<file path="config.mk">
export PLATFORM = sky130hd
export DESIGN_NAME = dma4_regfile
export DESIGN_NICKNAME = d
export VERILOG_FILES = /design/src/rtl/dma4_regfile.sv
export SDC_FILE = /design/constraint.sdc
export NUM_CORES = 1
export LEC_CHECK = 0
export BUFFER_PORTS_ARGS = -buffer_cell sky130_fd_sc_hd__buf_2
export CAP_MARGIN = 20
export CORE_MARGIN = 10
export CORE_UTILIZATION = 57
export CTS_CLUSTER_DIAMETER = 120
export DETAILED_ROUTE_END_ITERATION = 12
export PLACE_DENSITY = 0.8
export SLEW_MARGIN = 25
export SYNTH_ARGS = -nofsm -noshare
export SYNTH_HDL_FRONTEND = slang
export SYNTH_SLANG_ARGS = --single-unit
</file>
<file path="constraint.sdc">
create_clock -name clk -period 2.95 [get_ports clk]
set_input_delay 0.1475 -clock clk [delete_from_list [all_inputs] [get_ports clk]]
set_output_delay 0.1475 -clock clk [all_outputs]
set_load 0.005 [all_outputs]
</file>
<file path="src/rtl/dma4_regfile.sv">
module dma4_regfile (
  input  logic        clk,
  input  logic        rst_n,
  input  logic        cs,
  input  logic        rd,
  input  logic        wr,
  input  logic [3:0]  addr,
  input  logic [7:0]  wdata,
  output logic [7:0]  rdata,
  input  logic [3:0]  dreq,
  input  logic [3:0]  step,
  output logic [3:0]  chan_en,
  output logic [23:0] chan_mode
);
  logic [15:0] base_a [4];
  logic [15:0] cur_a  [4];
  logic [15:0] base_c [4];
  logic [15:0] cur_c  [4];
  logic [5:0]  mode   [4];
  logic [3:0]  mask, tc, sreq, step_ok, hit;
  logic        dis, ptr;
  logic [15:0] sel;

  wire we      = cs & wr;
  wire re      = cs & rd & ~wr;
  wire st_rd   = re & (addr == 4'd8);

  assign chan_en = ~mask & {4{~dis}};

  always_comb begin
    for (int n = 0; n < 4; n++) begin
      step_ok[n] = step[n] & chan_en[n] & ~(we & ~addr[3] & (addr[2:1] == 2'(n)));
      hit[n]     = step_ok[n] & (cur_c[n] == 16'h0000);
      chan_mode[n*6 +: 6] = mode[n];
    end
  end

  always_comb begin
    sel   = addr[0] ? cur_c[addr[2:1]] : cur_a[addr[2:1]];
    rdata = 8'h00;
    if (re) begin
      if (!addr[3])        rdata = ptr ? sel[15:8] : sel[7:0];
      else if (addr == 4'd8) rdata = {dreq | sreq, tc};
    end
  end

  always_ff @(posedge clk or negedge rst_n) begin
    if (!rst_n) begin
      for (int n = 0; n < 4; n++) begin
        base_a[n] <= '0; cur_a[n] <= '0;
        base_c[n] <= '0; cur_c[n] <= '0;
        mode[n]   <= '0;
      end
      mask <= 4'hF; tc <= '0; sreq <= '0; dis <= 1'b0; ptr <= 1'b0;
    end else begin
      for (int n = 0; n < 4; n++) begin
        if (step_ok[n]) begin
          cur_a[n] <= mode[n][3] ? cur_a[n] - 16'd1 : cur_a[n] + 16'd1;
          cur_c[n] <= cur_c[n] - 16'd1;
          if (hit[n]) begin
            if (mode[n][2]) begin
              cur_a[n] <= base_a[n];
              cur_c[n] <= base_c[n];
            end else begin
              mask[n] <= 1'b1;
            end
          end
        end
      end
      tc <= (st_rd ? 4'h0 : tc) | hit;
      if ((we || re) && !addr[3]) ptr <= ~ptr;
      if (we) begin
        if (!addr[3]) begin
          if (!addr[0]) begin
            if (ptr) begin
              base_a[addr[2:1]][15:8] <= wdata; cur_a[addr[2:1]][15:8] <= wdata;
            end else begin
              base_a[addr[2:1]][7:0]  <= wdata; cur_a[addr[2:1]][7:0]  <= wdata;
            end
          end else begin
            if (ptr) begin
              base_c[addr[2:1]][15:8] <= wdata; cur_c[addr[2:1]][15:8] <= wdata;
            end else begin
              base_c[addr[2:1]][7:0]  <= wdata; cur_c[addr[2:1]][7:0]  <= wdata;
            end
          end
        end else begin
          case (addr[2:0])
            3'd0: dis <= wdata[2];
            3'd1: sreq[wdata[1:0]] <= wdata[2];
            3'd2: mask[wdata[1:0]] <= wdata[2];
            3'd3: mode[wdata[1:0]] <= wdata[7:2];
            3'd4: ptr <= 1'b0;
            3'd5: begin ptr <= 1'b0; mask <= 4'hF; sreq <= '0; tc <= '0; end
            3'd6: mask <= 4'h0;
            default: mask <= wdata[3:0];
          endcase
        end
      end
    end
  end

  a_r2_ptr_clear: assert property (@(posedge clk) disable iff (!rst_n)
    (we && addr == 4'd12) |=> !ptr);

  a_r5_master_reset: assert property (@(posedge clk) disable iff (!rst_n)
    (we && addr == 4'd13) |=> (chan_en == 4'h0 && tc == 4'h0 && !ptr));

  a_r7_disable: assert property (@(posedge clk) disable iff (!rst_n)
    (we && addr == 4'd8 && wdata[2]) |=> (chan_en == 4'h0));

  for (genvar g = 0; g < 4; g++) begin : g_chk
    a_r8_count_step: assert property (@(posedge clk) disable iff (!rst_n)
      (step_ok[g] && !hit[g]) |=> (cur_c[g] == $past(cur_c[g]) - 16'd1));

    a_r9_tc_mask: assert property (@(posedge clk) disable iff (!rst_n)
      (hit[g] && !mode[g][2] && !(we && addr[3])) |=> (tc[g] && !chan_en[g]));

    a_r10_reload: assert property (@(posedge clk) disable iff (!rst_n)
      (hit[g] && mode[g][2]) |=> (cur_a[g] == $past(base_a[g]) && cur_c[g] == $past(base_c[g])));

    a_r11_tc_sticky: assert property (@(posedge clk) disable iff (!rst_n)
      (tc[g] && !st_rd && !(we && addr == 4'd13)) |=> tc[g]);
  end
endmodule

</file>
Word level (Yosys, flattened, before mapping)
Cells that the tools add are included.

operators by class
  bitwise gates (word level) = 36
  $add $sub $neg = 12
  reductions and logical operators = 20
  equal/unequal tests = 10
  $lt $le $gt $ge = 6
  mux-type cells = 92

operator list
  kind                                                        count
  two-way mux 64 bit                                          10
  two-way mux 16 bit                                          34
  bitwise mux 64 bit                                          8
  subtractor 16 x 1 -> 16 bit, second input constant          8
  adder 16 x 1 -> 16 bit, second input constant               4
  binary-select mux 16 bit (select 2 bit)                     2
  demux 16 bit (select 2 bit)                                 2
  logical NOT 16 bit                                          4
  two-way mux 8 bit                                           5
  bitwise mux 24 bit                                          1
  two-way mux 4 bit                                           6
  bitwise AND 1 bit                                           21
  two-way mux 1 bit                                           17
  one-hot mux 4 bit (4 select lines)                          1
  AND reduction 3 bit                                         5
  demux 6 bit (select 2 bit)                                  1
  == test 3 bit, second input constant                        3
  NOT 1 bit                                                   9
  bitwise mux 4 bit                                           2
  OR 4 bit                                                    2
  one-hot mux 4 bit (2 select lines)                          1
  == test 3 x 2 -> 1 bit, second input constant               2
  >= comparator 3 bit, second input constant                  2
  less-than comparator 3 x 1 -> 1 bit, second input constant  2
  19 further kinds                                            24

storage, ports and cells
  output and inout bits = 36
  word-level logic and storage cells = 201
  bits of input ports = 25
  bits in registers = 294

Longest topological paths before layout
Gate-level depths: netlist of run 1.

  depth in word-level cells = 13
  mapped depth = 11
  gate-level depth less buffers = 9

Least setup slack after synthesis of run 1
No wires, ideal clock.

  path kind = reg2reg
  start = register mode (netlist bit chan_mode[21])
  end = register cur_a[12] in the netlist's numbering
  period minus slack after synthesis = 3,026 ps
  required time = 2,866 ps
  data arrival time = 2,942 ps
  setup time = 84 ps
  cell stages (with the launch flop) = 9
  path slack = -76 ps
  buffers on the path = 0
  cell sequence = dfrtp_1 > fa_1 > a21o_1 > a211o_1 > a2111oi_0 > nor3_1 > o31ai_1 > mux2_2 > a21boi_0

between the ends
  cells in the longest elaborated chain, start to end = 9
  elaborated cells on any way between the ends = 10
  classes of those cells = mux (10)

RTL lines
  what                                   line    text
  start: declaration                     19      logic [5:0] mode [4];
  start signal: indexed assignment       92      3'd3: mode[wdata[1:0]] <= wdata[7:2];
  two-way mux 16 bit *                   58      cur_a[n] <= mode[n][3] ? cur_a[n] - 16'd1 : cur_a[n] + 16'd1;
  two-way mux 16 bit                     61      if (mode[n][2]) begin
  two-way mux 16 bit *                   60      if (hit[n]) begin
  two-way mux 16 bit *                   57      if (step_ok[n]) begin
  bitwise mux 64 bit (on tied branches)  78, 76
  two-way mux 64 bit                     75      if (ptr) begin
  two-way mux 64 bit                     74      if (!addr[0]) begin
  two-way mux 64 bit                     73      if (!addr[3]) begin
  two-way mux 64 bit *                   72      if (we) begin
  end signal: indexed assignment         62      cur_a[n] <= base_a[n];
  end signal: indexed assignment         76      base_a[addr[2:1]][15:8] <= wdata; cur_a[addr[2:1]][15:8] <= wdata;
  end signal: indexed assignment         78      base_a[addr[2:1]][7:0] <= wdata; cur_a[addr[2:1]][7:0] <= wdata;
  end: declaration                       16      logic [15:0] cur_a [4];

Every way passes the cells marked *; elsewhere a longest branch is shown, timed or not.
A chain may end at the register's enable or synchronous reset.

Worst setup path after layout of run 1
  start = register mode (netlist bit chan_mode[9])
  end = register cur_a[46] in the netlist's numbering

Same word-level chain as after synthesis.

==> results of run 1 <==
[area by class of cell]
type                       instances  area (um2)  area share, %
sequential                       294        7360           36.1
multi-input combinational       1663       10100           49.3
tap                              402         503           2.46
timing repair buffer             162        1150           5.62
antenna                            2        5.00         0.0245
clock buffer                      48         965           4.73
clock inverter                    15         194          0.950
inverter                          47         176          0.864
[cell families after synthesis]
group	Yosys count
buffers and inverters	167
xor gates and xnor gates	50
adders and majority gates	68
AOI/OAI and AO/OA	547
DFF	294
muxes	81
and+or+nand+nor	917
[stage by stage]
stage | power [mW] | setup slack (ps) | cell area, um2 | hold WS, ps | cells
after global placement | 12.3 | 114 | 19200 | 135 | 2565
final | 17.2 | 136 | 20400 | 40.4 | 2633
after CTS | 17.0 | 15.0 | 20400 | 36.7 | 2631
after detailed placement | 12.6 | 50.2 | 19200 | 141 | 2565
after floorplan | 10.2 | 18.8 | 18000 | -148 | 2124
after global routing | 18.1 | 5.39 | 20400 | 62.4 | 2631
[registers in the layout, summed over array words and instances (netlist names)]
signal	count
dis	1
cur_c	64
ptr	1
cur_a	64
base_c	64
base_a	64
sreq	4
mask	4
chan_mode	24
tc	4
[repair_timing]
item,in CTS,in global routing
endpoints found under the hold margin,61,0
hold buffers,3,0
setup endpoints to repair,0,3
setup buffers,0,0
gates resized for setup,0,7
[final timing paths]
path	slack, ps	startpoint	cells past startpoint	endpoint
worst max-delay path	140	chan_mode[9]	9	cur_a[46]
worst min-delay path	40	wr	3	dis
worst max register to register	140	chan_mode[9]	9	cur_a[46]
worst min register to register	470	base_a[13]	2	base_a[13]
max in group asynchronous	1910	rst_n	3	base_a[13]
min in group asynchronous	180	rst_n	2	base_a[18]
[cell usage in the layout (no fill, tap or decap), drive strengths merged, types with 18 or more instances in the layout]
| cell type | synthesis | final |
|---|---|---|
| a211oi | 38 | 38 |
| a21o | 20 | 20 |
| a21oi | 117 | 117 |
| a31oi | 29 | 29 |
| buf | 12 | 159 |
| clkbuf | 108 | 48 |
| dfrtp | 290 | 290 |
| ha | 64 | 64 |
| inv | 47 | 50 |
| mux2 | 29 | 29 |
| mux4 | 40 | 40 |
| nand2 | 500 | 500 |
| nand3 | 52 | 52 |
| nor2 | 190 | 190 |
| nor3 | 41 | 41 |
| nor4 | 18 | 18 |
| o211ai | 25 | 25 |
| o21ai | 175 | 175 |
| o22ai | 32 | 32 |
| o31ai | 25 | 25 |
| or3 | 19 | 19 |
| xnor2 | 31 | 31 |
| xor2 | 19 | 19 |
[where the power goes]
group	leakage, nW	total, mW	internal (mW)	switching [mW]
clock network	0.573	4.43	2.66	1.77
registers	3.71	6.92	5.17	1.75
logic	5.26	5.86	2.67	3.19
[layer usage]
layer	global-route usage (%)	share of wire, %	up-vias	wire length [um]
li1	-	-	7771	-
met1	40.1	39	8449	23600
met2	47.9	45	1043	27500
met3	7.13	11	225	6680
met4	15.9	5.5	0	3340
met5	0	0	-	0
[worst max-delay path: cells and delay by family, from the launching register on]
family          cells  cell delay [ps]
mux                 1              380
fa+ha+maj           1              380
compound gates      4              750
buf+inv             1              250
flops               1              500
simple gates        2              450
==> impl_metrics.yaml, run 1 <==
power_and_ir_drop:
  p_leak_nw: 9.54
  power_density_nw_per_um2: 843
  vdd.ir_drop.worst_v: 0.000585
global_route:
  grt_pass1_vias: 16700
  grt_remaining_overflow: 0
  grt_pass1_wl_um: 95400
  antenna_found_initial: 1
  grt_usage_pct: 31.0
  grt_max_degree: 72
timing:
  slew_violations: 0
  fmaxAchievable_ghz: 0.355
  skew_ps: 15.4
  rsz0062_at_grt: "false"
  report.final.hold_viol_count: 0
  slew_headroom_pct: 34.4
  setup_tns_ps: 0
  finalCritPeriodShare_pct: 95.4
  tightest_slew_ps: 984
  min_period_ps: 2810
  setup_viol: 0
yosys:
  yosys_warnings: 0
  synth.most_common_cell: "nand2_1"
  syn_area_per_cell_um2: 8.49
  synthArstFlopShare_pct: 100
  synth_compound_area_share_pct: 18.7
  ys_top_cells_by_area: "dfrtp_1, nand2_1, mux4_2, o21ai_0, ha_1"
  synth_edf_count: 0
  synth.area.mux_share_pct: 7.47
  synth.top_cell.area_share_pct: 40.2
  synth_fp_nets: 2217
  synthAdderAreaFrac_pct: 4.88
  synthFlopType: "dfrtp_1"
  synth_top_family_by_area: "simple AND/OR/NAND/NOR gates"
  netlist_instances: 2124
  syn_area_um2: 18000
  ys_top_cells_by_count: "nand2_1, dfrtp_1, nor2_1"
  seq_area_frac_synth_pct: 40.8
  synth_seq_cells: 294
  yosysTopAreaCell: "dfrtp_1"
  netlist-cell-type-count: 73
  synth-xor-area-share_pct: 2.43
  synthSimpleGateAreaFrac_pct: 22.1
routing:
  drt_pre_antenna_iters: 6
  num_vias: 17500
  remaining_drc_errors: 0
  wl_per_cell_um: 23.2
  via_per_inst: 6.64
  drt.antenna.violating_nets: 0
  drt_iter0_markers: 2358
  routed_wl_um: 61100
final_layout:
  final_layout_size_suffix_gt1_share_pct: 13.9
  area_growth_pct: 13.1
  final_core_util_pct: 65.0
  nets: 2296
  final.fill_count: 2554
clocking:
  cts_tree: "built"
  cts_buffer_depth: 3
  root_buffer: "clkbuf_16"
  numCtsBuffers: 35
  htree_levels: 2
  clk_pin_slew_worst_paths_ps: 60
  clock_sinks: 294
  insertion_delay_ps: 520
setup_path:
  critPathArrivalTime_ps: 3220
  critical_path.max_fanout: 11
  path_cells: "buf_4 -> ha_1 -> a21o_1 -> a21o_1 -> a21o_1 -> a22o_1 -> nor4_1 -> mux2_2 -> and3_1"
  cpPeakStageDelay_ps: 500
  path_class: "flop to flop"
  critical_path_required_ps: 3360
  cpMaxStageDelayCell: "dfrtp_1"
  cp-end-kind: "flop"
  startpoint_type: "flop"
  crit_top_cell: "a21o_1"
status:
  status: "finished, final reports clean"
floorplan:
  fp.dieW_um: 198
  die_h_um: 198
  ioPinCount: 61
  rows: 65
  die-area_um2: 39200
  start_util_pct: 57.5
  core-area_um2: 31400
placement:
  dp_hpwl_um: 43100
  gp_congestion: 1.03
  io_buffers: 60
worst_hold_path:
  min_path_type: "primary input to flop"
flow_run:
  cap_violations: 0
No activity file was read; power rests on OpenSTA's default activity.
==> inputs of run 2 (changes only) <==
ABC_AREA = 1   (was unset)
CORE_UTILIZATION = 58   (was 57)
PLACE_DENSITY = 0.81   (was 0.8)
==> impl_metrics.yaml, run 2 <==
floorplan:
  fp.dieW_um: 207
  die_h_um: 207
  ioPinCount: 61
  start_util_pct: 58.7
  die-area_um2: 42800
  core-area_um2: 34500
  rows: 68
clocking:
  numCtsBuffers: 36
  cts_hold_buf: 2
  cts_buffer_depth: 3
  cts_setup_buffers: 0
  postCtsResizedCells: 0
  cts_tree: "built"
  clk_pin_slew_worst_paths_ps: 60
  clock_sinks: 294
  htree_levels: 2
  insertion_delay_ps: 560
  root_buffer: "clkbuf_16"
timing:
  min_period_ps: 2500
  setup_tns_ps: 0
  finalCritPeriodShare_pct: 84.7
  whs_ps: 27.6
  slew_violations: 0
  setup_viol: 0
  slew_headroom_pct: 46.6
  fmaxAchievable_ghz: 0.400
  skew_ps: 35.8
  tightest_slew_ps: 795
  rsz0062_at_grt: "false"
  report.final.hold_viol_count: 0
power_and_ir_drop:
  power_switching_mw: 7.82
  p_leak_nw: 12.3
  vdd.ir_drop.worst_v: 0.000518
  power_mw: 18.4
  power_density_nw_per_um2: 825
  p_comb_share_pct: 38.2
  seq_power_share_pct: 36.7
  p_sw_share_pct: 42.6
  power_frac_clock_pct: 25.1
  p_int_mw: 10.5
yosys:
  seq_area_frac_synth_pct: 36.4
  netlist_instances: 3114
  ys_top_cells_by_count: "nand2_1, inv_1, dfrtp_1"
  ys_top_cells_by_area: "dfrtp_1, nand2_1, inv_1, nand3_1, nor2_1"
  syn_area_um2: 20200
  netlist-cell-type-count: 47
  yosys_warnings: 0
  syn_area_per_cell_um2: 6.50
  synthFlopType: "dfrtp_1"
  yosysTopAreaCell: "dfrtp_1"
  synth.most_common_cell: "nand2_1"
  synthArstFlopShare_pct: 100
  synth.top_cell.area_share_pct: 35.9
  synth_edf_count: 0
  synth_seq_cells: 294
  synth_fp_nets: 3207
global_route:
  grt_usage_pct: 32.7
  grt_remaining_overflow: 0
  antenna_found_initial: 2
  grt_pass1_vias: 19600
  grt_max_degree: 74
  grt_pass1_wl_um: 110000
worst_hold_path:
  min_path_type: "primary input to flop"
setup_path:
  cpMaxStageDelayCell: "dfrtp_1"
  path_class: "flop to flop"
  cp.buffers_inverters: 1
  critical_path_required_ps: 3420
  cpPeakStageDelay_ps: 370
  startpoint_type: "flop"
  critical_path.max_fanout: 26
  path_delay_family: "simple AND/OR/NAND/NOR gates"
  critPathArrivalTime_ps: 2970
  path_cells: "inv_1 -> ha_1 -> nor3b_1 -> nand3_1 -> nor2_1 -> nand2_2 -> nand3_1 -> nand3_1 -> nand2_1 -> nand2_1 -> nand2_1"
  cp-end-kind: "flop"
routing:
  drt_pre_antenna_iters: 6
  drt_iter0_markers: 2402
  routed_wl_um: 69500
  num_vias: 21000
  drt.antenna.violating_nets: 0
  remaining_drc_errors: 0
  via_per_inst: 5.76
  wl_per_cell_um: 19.1
final_layout:
  final_layout_size_suffix_gt1_share_pct: 7.58
  area_growth_pct: 9.87
  nets: 3248
  final_cell_mix: "nand2_1, inv_1, dfrtp_1, nor2_1, nand3_1"
  final_common_cell: "nand2_1"
placement:
  dp_hpwl_um: 51600
  io_buffers: 60
  gp_congestion: 1.04
flow_run:
  cap_violations: 0
status:
  status: "finished, final reports clean"
run 2: logic make-up after synthesis:
| logic type | after synthesis | synth area share (%) |
|---|---|---|
| AND/OR/NAND/NOR | 1819 | 36.6 |
| XOR/XNOR | 49 | 2.12 |
| adder cells (fa/ha/maj) | 68 | 4.35 |
| buffers and inverters | 485 | 9.64 |
| AO/OA/AOI/OAI | 399 | 10.9 |
| flip-flops | 294 | 36.4 |
run 2: worst min-delay path, cell delays in order:
cell and delay (ps):
buf_2 190, nand2_1 140, nand2_1 60
run 2: cell type report:
type	count	area (um2)
fillers	3196	12200
multi-input cells	2335	10900
flip-flops and latches	294	7360
inverters	379	1430
clock buffers	48	1010
repair buffers	109	733
well taps	455	569
clock inverters	16	208
diodes	1	2.50
run 2: power by group through the flow:
stage | clock [mW] | sequential, mW | combinational [mW]
floorplan | 0 | 6.06 | 5.24
global placement | 0 | 6.69 | 6.68
detailed placement | 0 | 6.72 | 6.85
CTS | 4.64 | 6.67 | 6.90
global route | 4.81 | 6.84 | 7.96
finish | 4.61 | 6.74 | 7.01
run 2: worst paths after layout:
check | start | endpoint | slack, ps | cells past startpoint
min in group asynchronous | rst_n | cur_a[28] | 170 | 2
hold / removal | wdata[0] | cur_c[56] | 30 | 3
hold reg to reg | base_a[56] | base_a[56] | 470 | 2
max in group asynchronous | rst_n | base_a[56] | 1950 | 3
setup reg to reg | cur_c[48] | cur_a[58] | 450 | 11
setup / recovery | cur_c[48] | cur_a[58] | 450 | 11
run 2: per-layer routing:
| layer | up-vias | GRT usage [%] | wire length, um |
|---|---|---|---|
| met4 | 0 | 14.2 | 3190 |
| met3 | 205 | 5.51 | 7380 |
| met1 | 9725 | 44.1 | 28100 |
| met5 | - | 0 | 0 |
| met2 | 1078 | 51.2 | 30900 |
| li1 | 9957 | - | - |
run 2: per-stage QoR:
step                      cells  cell area, um2  setup WS, ps  util [%]
after floorplan            3114           20200           991         -
after global placement     3570           21000           606      61.0
after detailed placement   3570           21000           580      61.0
after CTS                  3636           22200           560      64.5
after global routing       3636           22200           322      64.5
final                      3637           22200           450      64.5
